`config.mk`:
```
export PLATFORM = sky130hd
export DESIGN_NAME = ref_guard_holdover
export DESIGN_NICKNAME = d
export VERILOG_FILES = /design/src/rtl/rgh_pkg.sv /design/src/rtl/rgh_gate_timer.sv /design/src/rtl/rgh_edge_meter.sv /design/src/rtl/rgh_mode_ctrl.sv /design/src/rtl/rgh_snap_history.sv /design/src/rtl/ref_guard_holdover.sv
export SDC_FILE = /design/constraint.sdc
export NUM_CORES = 1
export LEC_CHECK = 0
export BUFFER_PORTS_ARGS = -buffer_cell sky130_fd_sc_hd__buf_4
export CAP_MARGIN = 25
export CORE_MARGIN = 2
export CORE_UTILIZATION = 25
export CTS_CLUSTER_DIAMETER = 120
export DETAILED_ROUTE_END_ITERATION = 10
export PLACE_DENSITY = 0.53
export SLEW_MARGIN = 20
export SYNTH_ARGS = -nofsm -noshare
export SYNTH_HDL_FRONTEND = slang
export SYNTH_SLANG_ARGS = --single-unit
```
`constraint.sdc`:
```
create_clock -name clk -period 3.1 [get_ports clk]
set_input_delay 0.465 -clock clk [delete_from_list [all_inputs] [get_ports clk]]
set_output_delay 0.465 -clock clk [all_outputs]
set_load 0.03 [all_outputs]
```
`src/rtl/rgh_pkg.sv`:
```
package rgh_pkg;

   typedef enum logic [1:0] {
      HIST_EMPTY = 2'd0,
      HIST_ONE   = 2'd1,
      HIST_FULL  = 2'd2
   } hist_fill_e;

   typedef enum logic {
      MODE_TRACK = 1'b0,
      MODE_HOLD  = 1'b1
   } loop_mode_e;

endpackage

```
`src/rtl/rgh_gate_timer.sv`:
```
module rgh_gate_timer #(
   parameter int GATE_CYCLES = 1000
) (
   input  logic clk,
   input  logic rst_n,
   output logic gate_tick
);
   localparam int  TW   = (GATE_CYCLES > 1) ? $clog2(GATE_CYCLES) : 1;
   localparam bit  POW2 = ((GATE_CYCLES & (GATE_CYCLES - 1)) == 0);

   logic [TW-1:0] cnt_q;

   generate
      if (POW2) begin : g_wrap
         // window length is a power of two: let the counter roll over
         always_ff @(posedge clk or negedge rst_n) begin
            if (!rst_n) cnt_q <= '0;
            else        cnt_q <= cnt_q + TW'(1);
         end
         assign gate_tick = &cnt_q;
      end else begin : g_cmp
         localparam logic [TW-1:0] LAST = TW'(GATE_CYCLES - 1);
         assign gate_tick = (cnt_q == LAST);
         always_ff @(posedge clk or negedge rst_n) begin
            if (!rst_n)         cnt_q <= '0;
            else if (gate_tick) cnt_q <= '0;
            else                cnt_q <= cnt_q + TW'(1);
         end
      end
   endgenerate
endmodule

```
`src/rtl/rgh_edge_meter.sv`:
```
module rgh_edge_meter #(
   parameter int CNT_W = 8
) (
   input  logic             clk,
   input  logic             rst_n,
   input  logic             ref_tick,
   input  logic             gate_tick,
   input  logic [CNT_W-1:0] band_lo,
   input  logic [CNT_W-1:0] band_hi,
   output logic             win_ok
);
   localparam logic [CNT_W-1:0] CMAX = {CNT_W{1'b1}};

   logic [CNT_W-1:0] acc_q;
   logic [CNT_W-1:0] meas;

   // saturating count including the edge seen on the current clock
   always_comb begin
      if (acc_q == CMAX) meas = acc_q;
      else               meas = acc_q + {{(CNT_W-1){1'b0}}, ref_tick};
   end

   assign win_ok = (meas >= band_lo) && (meas <= band_hi);

   always_ff @(posedge clk or negedge rst_n) begin
      if (!rst_n)         acc_q <= '0;
      else if (gate_tick) acc_q <= '0;
      else                acc_q <= meas;
   end
endmodule

```
`src/rtl/rgh_mode_ctrl.sv`:
```
module rgh_mode_ctrl
   import rgh_pkg::*;
(
   input  logic clk,
   input  logic rst_n,
   input  logic gate_tick,
   input  logic win_ok,
   output logic hold_q,
   output logic resume,
   output logic capture_en
);
   loop_mode_e mode_q;
   logic       one_good_q;

   assign hold_q     = (mode_q == MODE_HOLD);
   assign resume     = gate_tick && win_ok && hold_q && one_good_q;
   assign capture_en = gate_tick && win_ok && !hold_q;

   always_ff @(posedge clk or negedge rst_n) begin
      if (!rst_n) begin
         mode_q     <= MODE_HOLD;
         one_good_q <= 1'b0;
      end else if (gate_tick) begin
         if (!win_ok) begin
            mode_q     <= MODE_HOLD;
            one_good_q <= 1'b0;
         end else if (hold_q) begin
            if (one_good_q) begin
               mode_q     <= MODE_TRACK;
               one_good_q <= 1'b0;
            end else begin
               one_good_q <= 1'b1;
            end
         end
      end
   end
endmodule

```
`src/rtl/rgh_snap_history.sv`:
```
module rgh_snap_history
   import rgh_pkg::*;
#(
   parameter int WORD_W       = 24,
   parameter int SNAP_WINDOWS = 30
) (
   input  logic              clk,
   input  logic              rst_n,
   input  logic              capture_en,
   input  logic              resume,
   input  logic [WORD_W-1:0] live_word,
   output logic [WORD_W-1:0] hold_word,
   output logic              hist_valid
);
   localparam int PW = (SNAP_WINDOWS > 1) ? $clog2(SNAP_WINDOWS) : 1;
   localparam logic [PW-1:0] PLAST = PW'(SNAP_WINDOWS - 1);

   logic [PW-1:0]     per_q;
   logic [WORD_W-1:0] slot_new_q;
   logic [WORD_W-1:0] slot_old_q;
   hist_fill_e        fill_q;
   logic              shift_now;

   assign shift_now  = capture_en && (per_q == PLAST);
   assign hold_word  = slot_old_q;
   assign hist_valid = (fill_q == HIST_FULL);

   always_ff @(posedge clk or negedge rst_n) begin
      if (!rst_n) begin
         per_q <= '0;
      end else if (resume || shift_now) begin
         per_q <= '0;
      end else if (capture_en) begin
         per_q <= per_q + PW'(1);
      end
   end

   always_ff @(posedge clk or negedge rst_n) begin
      if (!rst_n) begin
         slot_new_q <= '0;
         slot_old_q <= '0;
      end else if (shift_now) begin
         slot_old_q <= slot_new_q;
         slot_new_q <= live_word;
      end
   end

   always_ff @(posedge clk or negedge rst_n) begin
      if (!rst_n) begin
         fill_q <= HIST_EMPTY;
      end else if (resume) begin
         fill_q <= HIST_EMPTY;
      end else if (shift_now) begin
         case (fill_q)
            HIST_EMPTY: fill_q <= HIST_ONE;
            default:    fill_q <= HIST_FULL;
         endcase
      end
   end
endmodule

```
`src/rtl/ref_guard_holdover.sv`:
```
module ref_guard_holdover #(
   parameter int GATE_CYCLES  = 1000,
   parameter int CNT_W        = 8,
   parameter int WORD_W       = 24,
   parameter int SNAP_WINDOWS = 30
) (
   input  logic              clk,
   input  logic              rst_n,
   input  logic              ref_tick,
   input  logic [WORD_W-1:0] live_word,
   input  logic [CNT_W-1:0]  band_lo,
   input  logic [CNT_W-1:0]  band_hi,
   output logic              in_holdover,
   output logic [WORD_W-1:0] hold_word,
   output logic              hist_valid
);
   generate
      if (GATE_CYCLES < 2) begin : g_bad_gate
         $error("GATE_CYCLES must be at least 2");
      end
      if (CNT_W < 2) begin : g_bad_cnt
         $error("CNT_W must be at least 2");
      end
      if (WORD_W < 1) begin : g_bad_word
         $error("WORD_W must be at least 1");
      end
      if (SNAP_WINDOWS < 1) begin : g_bad_snap
         $error("SNAP_WINDOWS must be at least 1");
      end
   endgenerate

   logic gate_tick;
   logic win_ok;
   logic resume;
   logic capture_en;

   rgh_gate_timer #(.GATE_CYCLES(GATE_CYCLES)) i_timer (
      .clk       (clk),
      .rst_n     (rst_n),
      .gate_tick (gate_tick)
   );

   rgh_edge_meter #(.CNT_W(CNT_W)) i_meter (
      .clk       (clk),
      .rst_n     (rst_n),
      .ref_tick  (ref_tick),
      .gate_tick (gate_tick),
      .band_lo   (band_lo),
      .band_hi   (band_hi),
      .win_ok    (win_ok)
   );

   rgh_mode_ctrl i_mode (
      .clk        (clk),
      .rst_n      (rst_n),
      .gate_tick  (gate_tick),
      .win_ok     (win_ok),
      .hold_q     (in_holdover),
      .resume     (resume),
      .capture_en (capture_en)
   );

   rgh_snap_history #(.WORD_W(WORD_W), .SNAP_WINDOWS(SNAP_WINDOWS)) i_hist (
      .clk        (clk),
      .rst_n      (rst_n),
      .capture_en (capture_en),
      .resume     (resume),
      .live_word  (live_word),
      .hold_word  (hold_word),
      .hist_valid (hist_valid)
   );
endmodule

```
==> metrics <==
DRT Wirelength=between 8000 and 9000 um; crit path DAT=between 3 and 4 ns; Clock Sinks=75; DR iter-0 viols=roughly 120; sequential standard cell area=between 1500 and 2000 sq um; core region area=14,480 sq um; ratio of cells with drive above 1 in the final layout=0.5211; initial core utilization=0.2555; ant diodes=0; clock skew=0.004986 ns; placed instance count=roughly 570; GRT overflow=0; final net count=approximately 490; commonest non-fill, non-tap cells in the layout=buf_4 (110), dfrtp_1 (73), mux2_4 (22); mapped cell area=3700 sq um; Clock Latency Late Sink=between 0.3 and 0.4 ns; num rows=44; nature of the critical path endpoint=flip-flop; count of buffers from port buffering=just under 70; largest net degree at the start of global routing=76; WL per Instance=roughly 14 um; placed inst area=approximately 4700 sq um; outcome=finished, violations left; Req. time, crit path=approximately 3.3 ns; Slew @ Worst Pin=0.4647 ns; Post-route DRC=0; setup TNS=-0.001223 ns; chip height=approximately 130 um; initial antenna violation count=0; Period Utilization, post-route=1.000; FF+latch count, synth=75; Synth Instances=297; total vias in the final route=roughly 2,700; Worst setup SP type=flip-flop; Synthesized Nets=between 300 and 400; slack of the critical path=-0.0006861 ns; Hold Crit Class=input pin to asynchronous set/reset pin; peak fanout along the critical path=9; CTS tree=done; HPWL after DPL=approximately 5700 um; Max-Cap Viols=0; Vias/cell=about 4.5; number of global-route vias before repair=2,889; Leak=roughly 2.8 nW; Post-DRT Antenna Nets=0; Non-Filler Instances=610; Final Slew Violations=0; Synth-to-Final Area Change=49.54%; Avg Inst Size Synth=roughly 12 sq um; yosys warns=0; maximum VDD drop=0.0002485 V; slew margin rel.=0.6902; number of clock buffers inserted by TritonCTS=9; Fin. Hold Viols=0; failing checks=setup timing; multi-input logic area=a little under 2000 sq um; Netlist cell types=50; routability cong.=0.7442; reg2reg path depth=14; fin util=0.3821; Max Fclk=about 0.32 GHz; hold slack=between 0.06 and 0.07 ns; root cell of the clock tree=clkbuf_16; commonest non-fill, non-tap cell in the layout=buf_4; Die Wd=about 130 um; gr usage total=0.1140; RSZ-0062 raised after global routing=true; clock transition at the registers of the reported paths=0.07 ns; H-tree levels=3; Seq/Total Area, Yosys=0.5076; CP Class=flip-flop to flip-flop; TritonRoute pass-1 iters=4; Final setup violation count=2; Ports=between 60 and 70; CTS Buffer Depth=2; fill cell count=1,389; total die area=around 16,000 sq um; fin area=between 5000 and 6000 sq um; Min Clock Period, post-route=3.101 ns; pwr dens=approximately 650 nW/um^2; first-pass GRT wire length=between 10,000 and 15,000 um
cells in the mapped netlist (all sizes together):
master	instances	area (sq um)
a21oi	9	45.04
o211a	1	10.01
buf	6	45.04
o21a	2	22.52
nor4bb	1	10.01
o2bb2ai	2	17.52
o41ai	1	8.760
nor2	20	75.07
a22o	1	8.760
nand2b	3	18.77
a2111oi	1	8.760
nor3b	1	7.510
nand4	4	25.02
nand2	12	45.04
a21o	1	7.510
nor4	2	12.51
o211ai	1	7.510
clkbuf	3	11.26
a22oi	1	7.510
nand4bb	1	27.53
mux2	48	615.6
o31ai	2	20.02
a221oi	1	8.760
inv	20	75.07
and4b	1	10.01
o21ai	7	35.03
and3	2	12.51
nor2b	4	25.02
and4	3	26.28
xor2	6	52.55
a211oi	2	15.01
dfstp	1	26.28
nor3	5	36.29
or2	1	6.260
a221o	4	40.04
ha	21	262.8
o2111ai	6	58.80
and2	1	6.260
dfrtp	74	1852
nand3	10	50.05
xnor2	5	43.79
final timing paths:
path,startpoint,endpoint,slack [ns]
max,i_meter.acc_q[0],i_hist.hold_word[8],-0.0007
min,rst_n,i_hist.slot_new_q[18],0.07
max reg2reg,i_meter.acc_q[0],i_hist.hold_word[8],-0.0007
min reg2reg,i_hist.slot_new_q[1],i_hist.hold_word[1],0.48
max in group asynchronous,rst_n,i_mode.hold_q,2.37
min in group clk,live_word[23],i_hist.slot_new_q[23],0.34
registers in the layout (all words and copies together), names as in the netlist:
signal and cells:
i_hist.fill_q 2, i_hist.hold_word 24, i_hist.per_q 5, i_hist.slot_new_q 24
i_meter.acc_q 8, i_mode.hold_q 1, i_mode.one_good_q 1, i_timer.cnt_q 10
where the power goes:
| part | switching (mW) | leakage (nW) | total, mW | internal [mW] |
|---|---|---|---|---|
| clock network | 0.471 | 0.156 | 1.12 | 0.648 |
| logic | 0.638 | 1.61 | 1.42 | 0.778 |
| registers | 0.0469 | 0.999 | 1.08 | 1.04 |
cells by family (layout without fill, tap and decap cells):
group | after synthesis | count (layout) | synth area share
simple gates | 71 | 71 | 0.1065
fa+ha+maj | 21 | 21 | 0.07102
flops | 75 | 75 | 0.5076
buf+inv | 29 | 158 | 0.03551
xor+xnor | 11 | 11 | 0.02604
mux | 48 | 48 | 0.1664
compound gates | 42 | 42 | 0.08691
timing repair:
| action | in CTS | in global routing |
|---|---|---|
| gates resized for setup | 31 | 30 |
| setup endpoints to repair | 48 | 55 |
| setup buffers | 15 | 4 |
| gates cloned | 2 | 1 |
| hold buffers | 0 | 0 |
| pin swaps | 8 | 16 |
final cells by class:
class / count / share of cell area
clock buffer: 9 / 0.04071
clock inverter: 7 / 0.01628
inverter: 20 / 0.01357
multi-input combinational: 193 / 0.3566
sequential: 75 / 0.3397
tap: 184 / 0.04161
timing repair buffer: 122 / 0.1915
stage by stage:
stage | worst slack (ns) | power, mW
CTS | 0.004111 | 3.435
finish | -0.0006861 | 3.617
global route | -0.1109 | 3.837
detailed placement | -0.2402 | 2.048
global placement | -0.2523 | 2.023
floorplan | 0.01207 | 1.536
layer usage:
layer	part of all wire	wire [um]	vias up	GRT usage
li1	-	-	1320	-
met5	0	0	-	0
met2	0.54	4693	38	0.1981
met3	0.024	210	11	0.02209
met4	0.017	148	0	0.05098
met1	0.42	3637	1376	0.1368
critical path, cell delays in order (launching register included):
cell       delay, ns
dfrtp_2         0.44
ha_4            0.19
ha_4            0.20
xnor2_4         0.20
nand2_2         0.10
ha_1            0.28
and2_4          0.16
o21ai_2         0.06
nor4bb_4        0.30
buf_4           0.17
o2111ai_4       0.16
buf_12          0.18
buf_12          0.12
buf_16          0.14
mux2_4          0.29
(Power assumes the default switching activity.)
